`src/rtl/pxe_pkg.sv`:
```
package pxe_pkg;
  typedef enum logic {
    DIR_IMPORT = 1'b0,
    DIR_EXPORT = 1'b1
  } dir_e;

  typedef enum logic {
    ST_IDLE = 1'b0,
    ST_MOVE = 1'b1
  } state_e;
endpackage

```
`src/rtl/pxe_cmd_check.sv`:
```
module pxe_cmd_check #(
  parameter int RAM_PAGES = 16,
  parameter int COUNT_W   = 4,
  localparam int RPAGE_W  = $clog2(RAM_PAGES),
  localparam int SUM_W    = RPAGE_W + COUNT_W + 1
) (
  input  logic [RPAGE_W-1:0] ram_page_i,
  input  logic [COUNT_W-1:0] count_i,
  output logic               empty_o,
  output logic               overflow_o
);
  logic [SUM_W-1:0] end_sum;

  always_comb begin
    end_sum    = SUM_W'(ram_page_i) + SUM_W'(count_i);
    empty_o    = (count_i == '0);
    // last page = start + count - 1 must stay below RAM_PAGES
    overflow_o = !empty_o && (end_sum > SUM_W'(RAM_PAGES));
  end
endmodule

```
`src/rtl/pxe_seq.sv`:
```
module pxe_seq
  import pxe_pkg::*;
#(
  parameter int OFF_W   = 3,
  parameter int COUNT_W = 4
) (
  input  logic               clk_i,
  input  logic               rst_ni,
  input  logic               start_i,
  input  logic [COUNT_W-1:0] count_i,
  input  logic               step_i,
  output logic               busy_o,
  output logic [OFF_W-1:0]   byte_idx_o,
  output logic [COUNT_W-1:0] page_idx_o,
  output logic               last_byte_o,
  output logic               finish_o
);
  state_e             state_q;
  logic [COUNT_W-1:0] cnt_q;
  logic [OFF_W-1:0]   byte_q;
  logic [COUNT_W-1:0] page_q;
  logic               last_page;

  always_comb begin
    busy_o      = (state_q == ST_MOVE);
    last_byte_o = (byte_q == '1);
    last_page   = (page_q == cnt_q - COUNT_W'(1));
    finish_o    = busy_o && step_i && last_byte_o && last_page;
    byte_idx_o  = byte_q;
    page_idx_o  = page_q;
  end

  always_ff @(posedge clk_i or negedge rst_ni) begin
    if (!rst_ni) begin
      state_q <= ST_IDLE;
      cnt_q   <= '0;
      byte_q  <= '0;
      page_q  <= '0;
    end else begin
      case (state_q)
        ST_IDLE: if (start_i) begin
          state_q <= ST_MOVE;
          cnt_q   <= count_i;
          byte_q  <= '0;
          page_q  <= '0;
        end
        ST_MOVE: if (step_i) begin
          byte_q <= byte_q + OFF_W'(1);
          if (last_byte_o) page_q <= page_q + COUNT_W'(1);
          if (finish_o) state_q <= ST_IDLE;
        end
        default: state_q <= ST_IDLE;
      endcase
    end
  end

  a_r11_start_clears_idx: assert property (@(posedge clk_i) disable iff (!rst_ni)
    (start_i && !busy_o) |=> (busy_o && byte_idx_o == '0 && page_idx_o == '0));

  a_r8_finish_goes_idle: assert property (@(posedge clk_i) disable iff (!rst_ni)
    finish_o |=> !busy_o);
endmodule

```
`src/rtl/pxe_dpath.sv`:
```
module pxe_dpath
  import pxe_pkg::*;
#(
  parameter int DATA_W     = 8,
  parameter int PAGE_BYTES = 8,
  parameter int RAM_PAGES  = 16,
  parameter int EXT_PAGE_W = 16,
  parameter int SECTOR_W   = 4,
  parameter int COUNT_W    = 4,
  localparam int OFF_W     = $clog2(PAGE_BYTES),
  localparam int RPAGE_W   = $clog2(RAM_PAGES),
  localparam int RAM_AW    = RPAGE_W + OFF_W
) (
  input  logic                  clk_i,
  input  logic                  rst_ni,
  input  logic                  load_i,
  input  logic                  dir_i,
  input  logic [SECTOR_W-1:0]   sector_i,
  input  logic [EXT_PAGE_W-1:0] ext_page_i,
  input  logic [RPAGE_W-1:0]    ram_page_i,
  input  logic                  busy_i,
  input  logic                  step_i,
  input  logic [OFF_W-1:0]      byte_idx_i,
  input  logic [COUNT_W-1:0]    page_idx_i,
  output logic                  ext_write_o,
  output logic [SECTOR_W-1:0]   ext_sector_o,
  output logic [EXT_PAGE_W-1:0] ext_page_o,
  output logic [DATA_W-1:0]     ext_wdata_o,
  input  logic [DATA_W-1:0]     ext_rdata_i,
  output logic [RAM_AW-1:0]     ram_addr_o,
  output logic                  ram_we_o,
  output logic [DATA_W-1:0]     ram_wdata_o,
  input  logic [DATA_W-1:0]     ram_rdata_i
);
  dir_e                  dir_q;
  logic [SECTOR_W-1:0]   sector_q;
  logic [EXT_PAGE_W-1:0] ext_base_q;
  logic [RPAGE_W-1:0]    ram_base_q;
  logic [RPAGE_W-1:0]    idx_r;
  logic [RPAGE_W-1:0]    ram_pg;

  generate
    if (COUNT_W >= RPAGE_W) begin : g_idx_trunc
      assign idx_r = page_idx_i[RPAGE_W-1:0];
    end else begin : g_idx_ext
      assign idx_r = {{(RPAGE_W-COUNT_W){1'b0}}, page_idx_i};
    end
  endgenerate

  always_ff @(posedge clk_i or negedge rst_ni) begin
    if (!rst_ni) begin
      dir_q      <= DIR_IMPORT;
      sector_q   <= '0;
      ext_base_q <= '0;
      ram_base_q <= '0;
    end else if (load_i) begin
      dir_q      <= dir_e'(dir_i);
      sector_q   <= sector_i;
      ext_base_q <= ext_page_i;
      ram_base_q <= ram_page_i;
    end
  end

  always_comb begin
    ram_pg       = ram_base_q + idx_r;
    ext_sector_o = sector_q;
    ext_page_o   = ext_base_q + EXT_PAGE_W'(page_idx_i);
    ext_write_o  = busy_i && (dir_q == DIR_EXPORT);
    ext_wdata_o  = ext_write_o ? ram_rdata_i : '0;
    ram_addr_o   = busy_i ? {ram_pg, byte_idx_i} : '0;
    ram_we_o     = step_i && (dir_q == DIR_IMPORT);
    ram_wdata_o  = ext_rdata_i;
  end

  a_r5_no_write_on_export: assert property (@(posedge clk_i) disable iff (!rst_ni)
    ext_write_o |-> !ram_we_o);
endmodule

```
`src/rtl/page_xfer_engine.sv`:
```
module page_xfer_engine
  import pxe_pkg::*;
#(
  parameter int DATA_W     = 8,
  parameter int PAGE_BYTES = 8,
  parameter int RAM_PAGES  = 16,
  parameter int EXT_PAGE_W = 16,
  parameter int SECTOR_W   = 4,
  parameter int COUNT_W    = 4,
  localparam int OFF_W     = $clog2(PAGE_BYTES),
  localparam int RPAGE_W   = $clog2(RAM_PAGES),
  localparam int RAM_AW    = RPAGE_W + OFF_W
) (
  input  logic                  clk_i,
  input  logic                  rst_ni,
  input  logic                  cmd_valid_i,
  output logic                  cmd_ready_o,
  input  logic                  cmd_dir_i,
  input  logic [SECTOR_W-1:0]   cmd_sector_i,
  input  logic [EXT_PAGE_W-1:0] cmd_ext_page_i,
  input  logic [RPAGE_W-1:0]    cmd_ram_page_i,
  input  logic [COUNT_W-1:0]    cmd_count_i,
  output logic                  busy_o,
  output logic                  done_o,
  output logic                  err_o,
  output logic                  ext_valid_o,
  input  logic                  ext_ready_i,
  output logic                  ext_write_o,
  output logic [SECTOR_W-1:0]   ext_sector_o,
  output logic [EXT_PAGE_W-1:0] ext_page_o,
  output logic                  ext_last_o,
  output logic [DATA_W-1:0]     ext_wdata_o,
  input  logic [DATA_W-1:0]     ext_rdata_i,
  output logic [RAM_AW-1:0]     ram_addr_o,
  output logic                  ram_we_o,
  output logic [DATA_W-1:0]     ram_wdata_o,
  input  logic [DATA_W-1:0]     ram_rdata_i
);
  logic               accept, empty, overflow, start, step, finish, busy;
  logic               done_q, err_q;
  logic [OFF_W-1:0]   byte_idx;
  logic [COUNT_W-1:0] page_idx;

  assign cmd_ready_o = !busy;
  assign accept      = cmd_valid_i && cmd_ready_o;
  assign start       = accept && !empty && !overflow;
  assign step        = busy && ext_ready_i;
  assign busy_o      = busy;
  assign ext_valid_o = busy;
  assign done_o      = done_q;
  assign err_o       = err_q;

  pxe_cmd_check #(
    .RAM_PAGES (RAM_PAGES),
    .COUNT_W   (COUNT_W)
  ) u_check (
    .ram_page_i (cmd_ram_page_i),
    .count_i    (cmd_count_i),
    .empty_o    (empty),
    .overflow_o (overflow)
  );

  pxe_seq #(
    .OFF_W   (OFF_W),
    .COUNT_W (COUNT_W)
  ) u_seq (
    .clk_i       (clk_i),
    .rst_ni      (rst_ni),
    .start_i     (start),
    .count_i     (cmd_count_i),
    .step_i      (step),
    .busy_o      (busy),
    .byte_idx_o  (byte_idx),
    .page_idx_o  (page_idx),
    .last_byte_o (ext_last_o),
    .finish_o    (finish)
  );

  pxe_dpath #(
    .DATA_W     (DATA_W),
    .PAGE_BYTES (PAGE_BYTES),
    .RAM_PAGES  (RAM_PAGES),
    .EXT_PAGE_W (EXT_PAGE_W),
    .SECTOR_W   (SECTOR_W),
    .COUNT_W    (COUNT_W)
  ) u_dpath (
    .clk_i        (clk_i),
    .rst_ni       (rst_ni),
    .load_i       (start),
    .dir_i        (cmd_dir_i),
    .sector_i     (cmd_sector_i),
    .ext_page_i   (cmd_ext_page_i),
    .ram_page_i   (cmd_ram_page_i),
    .busy_i       (busy),
    .step_i       (step),
    .byte_idx_i   (byte_idx),
    .page_idx_i   (page_idx),
    .ext_write_o  (ext_write_o),
    .ext_sector_o (ext_sector_o),
    .ext_page_o   (ext_page_o),
    .ext_wdata_o  (ext_wdata_o),
    .ext_rdata_i  (ext_rdata_i),
    .ram_addr_o   (ram_addr_o),
    .ram_we_o     (ram_we_o),
    .ram_wdata_o  (ram_wdata_o),
    .ram_rdata_i  (ram_rdata_i)
  );

  always_ff @(posedge clk_i or negedge rst_ni) begin
    if (!rst_ni) begin
      done_q <= 1'b0;
      err_q  <= 1'b0;
    end else begin
      done_q <= finish || (accept && empty);
      err_q  <= accept && overflow;
    end
  end

  a_r8_done_single: assert property (@(posedge clk_i) disable iff (!rst_ni)
    done_o |=> !done_o);

  a_r8_done_on_busy_fall: assert property (@(posedge clk_i) disable iff (!rst_ni)
    $fell(busy_o) |-> done_o);

  a_r6_err_single_idle: assert property (@(posedge clk_i) disable iff (!rst_ni)
    err_o |-> (!busy_o && !done_o));

  a_r6_err_no_start: assert property (@(posedge clk_i) disable iff (!rst_ni)
    err_o |-> !$past(busy_o));

  a_r3_offset_steps: assert property (@(posedge clk_i) disable iff (!rst_ni)
    (ext_valid_o && ext_ready_i && !ext_last_o)
      |=> (ext_valid_o && ram_addr_o == $past(ram_addr_o) + RAM_AW'(1)));

  a_r9_hold_on_stall: assert property (@(posedge clk_i) disable iff (!rst_ni)
    (ext_valid_o && !ext_ready_i)
      |=> (ext_valid_o && $stable(ext_page_o) && $stable(ram_addr_o)));

  a_r3_we_on_import_hs: assert property (@(posedge clk_i) disable iff (!rst_ni)
    ram_we_o |-> (ext_valid_o && ext_ready_i && !ext_write_o));

  a_r10_last_at_top_offset: assert property (@(posedge clk_i) disable iff (!rst_ni)
    (ext_valid_o && ext_last_o) |-> (ram_addr_o[OFF_W-1:0] == '1));

  a_r2_no_ready_busy: assert property (@(posedge clk_i) disable iff (!rst_ni)
    busy_o |-> !cmd_ready_o);
endmodule

```
`config.mk`:
```
export PLATFORM = sky130hd
export DESIGN_NAME = page_xfer_engine
export DESIGN_NICKNAME = d
export VERILOG_FILES = /design/src/rtl/pxe_pkg.sv /design/src/rtl/pxe_cmd_check.sv /design/src/rtl/pxe_seq.sv /design/src/rtl/pxe_dpath.sv /design/src/rtl/page_xfer_engine.sv
export SDC_FILE = /design/constraint.sdc
export NUM_CORES = 1
export LEC_CHECK = 0
export BUFFER_PORTS_ARGS = -buffer_cell sky130_fd_sc_hd__buf_2
export CAP_MARGIN = 25
export CORE_MARGIN = 8
export CORE_UTILIZATION = 30
export CTS_CLUSTER_SIZE = 28
export DETAILED_ROUTE_END_ITERATION = 16
export GPL_ROUTABILITY_DRIVEN = 1
export MAX_ROUTING_LAYER = met4
export SETUP_SLACK_MARGIN = 0.02
export SLEW_MARGIN = 40
export SYNTH_ARGS = -nofsm -noshare
export SYNTH_HDL_FRONTEND = slang
export SYNTH_SLANG_ARGS = --single-unit
```
`constraint.sdc`:
```
create_clock -name clk_i -period 2 [get_ports clk_i]
set_input_delay 0 -clock clk_i [delete_from_list [all_inputs] [get_ports clk_i]]
set_output_delay 0 -clock clk_i [all_outputs]
set_load 0.01 [all_outputs]
```
==> results.py <==
metrics = {
    "final_layout": {
        "drive_above_1_share_pct": 51.07,
        "layout_common_cells": "buf_2, dfrtp_1, buf_4, mux2_4, dlygate4sd3_1",
        "final_common_cell": "buf_2",
        "fillers": 765,
        "antennaDiodeCount": 0,
        "final_nets": 440,
        "syn_to_final_growth_pct": 56.44,
        "stdcell_area_um2": 3936,
        "fin_cells": 479,
    },
    "grt": {
        "grt_pass1_vias": 2302,
        "antenna_found_initial": 0,
        "grt_first_pass_wirelength_mm": 11.28,
        "grt.total_usage_pct": 12.50,
        "grt_overflow": 0,
        "grt_max_degree": 40,
    },
    "clock_tree": {
        "h-tree-depth": 2,
        "cts_tree": "done",
        "root_buffer": "clkbuf_8",
        "clock_path_buffers": 2,
        "path_clk_slew_ns": 0.08,
        "cts_inserted_buffers": 5,
        "clock_latency_ns": 0.29,
        "clock_sinks": 39,
    },
    "status": {
        "failed_checks": "negative setup slack",
        "outcome": "complete, but fails checks",
    },
    "critical_path": {
        "path_cells": "buf_8 > ha_4 > inv_2 > fa_1 > or4b_4 > a211oi_2 > a41oi_2 > a21oi_4 > buf_6 > clkbuf_16 > mux2_4",
        "crit_fanout": 7,
        "max_stage_delay_ns": 0.50,
        "reg2reg_setup_slack_ns": 0.44,
        "end_kind": "flip-flop",
        "critPathRequiredTime_ns": 2.18,
        "cp-start-kind": "primary input",
        "crit_path_top_delay_cell": "fa_1",
        "path_class": "in -> reg",
        "worstPathArrival_ns": 2.25,
    },
    "sta": {
        "finalClockSkew_ns": 0.009478,
        "min_period_ns": 2.066,
        "max_slew_margin_pct": 66.12,
        "drv_slew": 0,
        "max_freq_ghz": 0.4840,
        "setup_slack_ns": -0.06632,
        "hold_viol": 0,
        "period_share_pct": 103.3,
        "worst_pin_slew_ns": 0.5082,
        "rsz0062_at_grt": "yes",
        "whs_ns": 0.000004435,
        "setup_viol": 32,
    },
    "place": {
        "dp_cells": 427,
        "pre_cts_slack_ns": -0.4278,
        "gp_congestion": 0.8248,
        "dpl.hpwl_mm": 4.869,
        "io_buffers": 83,
        "placedInstanceArea_um2": 3164,
    },
    "floorplan": {
        "start_util_pct": 30.78,
        "die_h_um": 107.6,
        "core_area_um2": 8175,
        "die_w_um": 107.6,
        "dieArea_um2": 11570,
        "row_count": 33,
        "ioPinCount": 100,
    },
    "power": {
        "p_leak_nw": 1.945,
        "vdd_ir_drop_max_uv": 394.7,
        "power_mw": 5.519,
        "powerDensity_nw_per_um2": 1402,
    },
    "detailed_routing": {
        "dr.first_iter.drc_count": 46,
        "drtPass1Iterations": 4,
        "drc_errors": 0,
        "vias_per_cell": 4.466,
        "ant_nets": 0,
        "totalWireLength_mm": 6.913,
        "wl_per_cell_um": 14.43,
        "vias": 2139,
    },
    "yosys": {
        "ys_warn_count": 0,
        "yosys_register_bits": 39,
        "synth_area_leaders": "dfrtp_1, mux2_4, ha_1, xnor2_1, mux2_2",
        "yosysTopAreaCellShare_pct": 38.79,
        "syn_area_um2": 2516,
        "syn-instance-count": 230,
        "synth.avg_cell_area_um2": 10.94,
        "seq_area_frac_synth_pct": 38.79,
        "ys_types": 38,
        "synth-main-ff-cell": "dfrtp_1",
        "async_reset_ff_share_pct": 100.0,
        "synthesis.nets": 297,
        "synth_edf_count": 0,
        "synth_top_cell_by_area": "dfrtp_1",
    },
    "worst_hold_path": {
        "hold_path_class": "in -> out",
    },
    "flow_run": {
        "max_cap_violations": 0,
    },
}
worst max-delay path, delay by kind of cell:
| kind | cells | cell delay, ns |
|---|---|---|
| AO/OA/AOI/OAI | 3 | 0.46 |
| adder cells (fa/ha/maj) | 2 | 0.63 |
| buffers and inverters | 4 | 0.40 |
| multiplexers | 1 | 0.29 |
| AND/OR/NAND/NOR | 1 | 0.46 |
report_power, final:
group | internal (mW) | leakage (nW) | total, mW | switching [mW]
sequential | 1.14 | 0.465 | 1.48 | 0.341
combinational | 1.85 | 1.42 | 3.36 | 1.51
clock | 0.372 | 0.0581 | 0.676 | 0.304
cell type report:
cell class / count / area (µm²) / share of cell area [%]
Inverter: 15 / 56.30 / 1.430
Multi-Input combinational cell: 161 / 1519 / 38.59
Sequential cell: 39 / 977.2 / 24.83
Timing Repair Buffer: 151 / 1140 / 28.96
Clock buffer: 5 / 68.82 / 1.748
Tap cell: 105 / 131.4 / 3.338
Clock inverter: 3 / 43.79 / 1.113
synth_stat cells (7+ instances only):
cell,count
inv_1,14
ha_1,15
a21oi_1,7
xor2_1,8
mux2_4,20
xnor2_1,15
nor2_1,14
nand2_1,14
and3_1,8
mux2_2,7
dfrtp_1,39
nand3_1,8
buf_4,10
stage by stage:
| step | TNS, ns | util [%] |
|---|---|---|
| global route | -4.068 | 48.15 |
| CTS | -1.369 | 46.40 |
| floorplan | -6.508 | - |
| finish | -1.540 | 48.15 |
| detailed placement | -12.50 | 38.71 |
| global placement | -10.40 | 38.67 |
sequential cells by signal (all words and copies together), names as in the netlist:
name and flops:
u_seq.busy_o 1, err_o 1, u_dpath.dir_q 1, u_dpath.ext_sector_o 4
u_seq.byte_idx_o 3, u_seq.page_idx_o 4, u_dpath.ext_base_q 16, u_seq.cnt_q 4
done_o 1, u_dpath.ram_base_q 4
cells by family after synthesis:
logic type | Yosys count | share of synthesized area, %
adder cells (fa/ha/maj) | 18 | 9.846
AO/OA/AOI/OAI | 28 | 7.708
XOR/XNOR | 23 | 8.006
AND/OR/NAND/NOR | 63 | 12.53
multiplexers | 29 | 15.86
buffers and inverters | 30 | 7.260
flip-flops | 39 | 38.79
layer usage:
layer  up-vias  routed length, µm  global-route usage, %
li1       1072                  -                      -
met1      1025               2930                  13.32
met2        36               3701                  22.32
met3         6                197                  2.515
met4         0                 84                  4.559
met5         -                  0                      -
timing repair:
action	CTS	global route
gates resized for setup	31	24
hold buffers	25	0
setup buffers	10	6
pin swaps	6	10
cloned	3	1
endpoints found under the hold margin	64	0
endpoints found under the setup margin	39	47
final timing paths:
kind | start | to | cells after the start
hold reg to reg | u_dpath.ext_sector_o[3]$_DFFE_PN0P_ | u_dpath.ext_sector_o[3]$_DFFE_PN0P_ | 1
setup reg to reg | u_seq.byte_idx_o[0]$_DFFE_PN0P_ | u_seq.page_idx_o[2]$_DFFE_PN0P_ | 7
min in group asynchronous | rst_ni | err_o$_DFF_PN0_ | 2
max in group asynchronous | rst_ni | u_seq.page_idx_o[3]$_DFFE_PN0P_ | 2
hold / removal | ext_rdata_i[5] | ram_wdata_o[5] | 0
setup / recovery | cmd_ram_page_i[0] | u_dpath.ext_sector_o[3]$_DFFE_PN0P_ | 11
No activity file was read; power rests on OpenSTA's default activity.
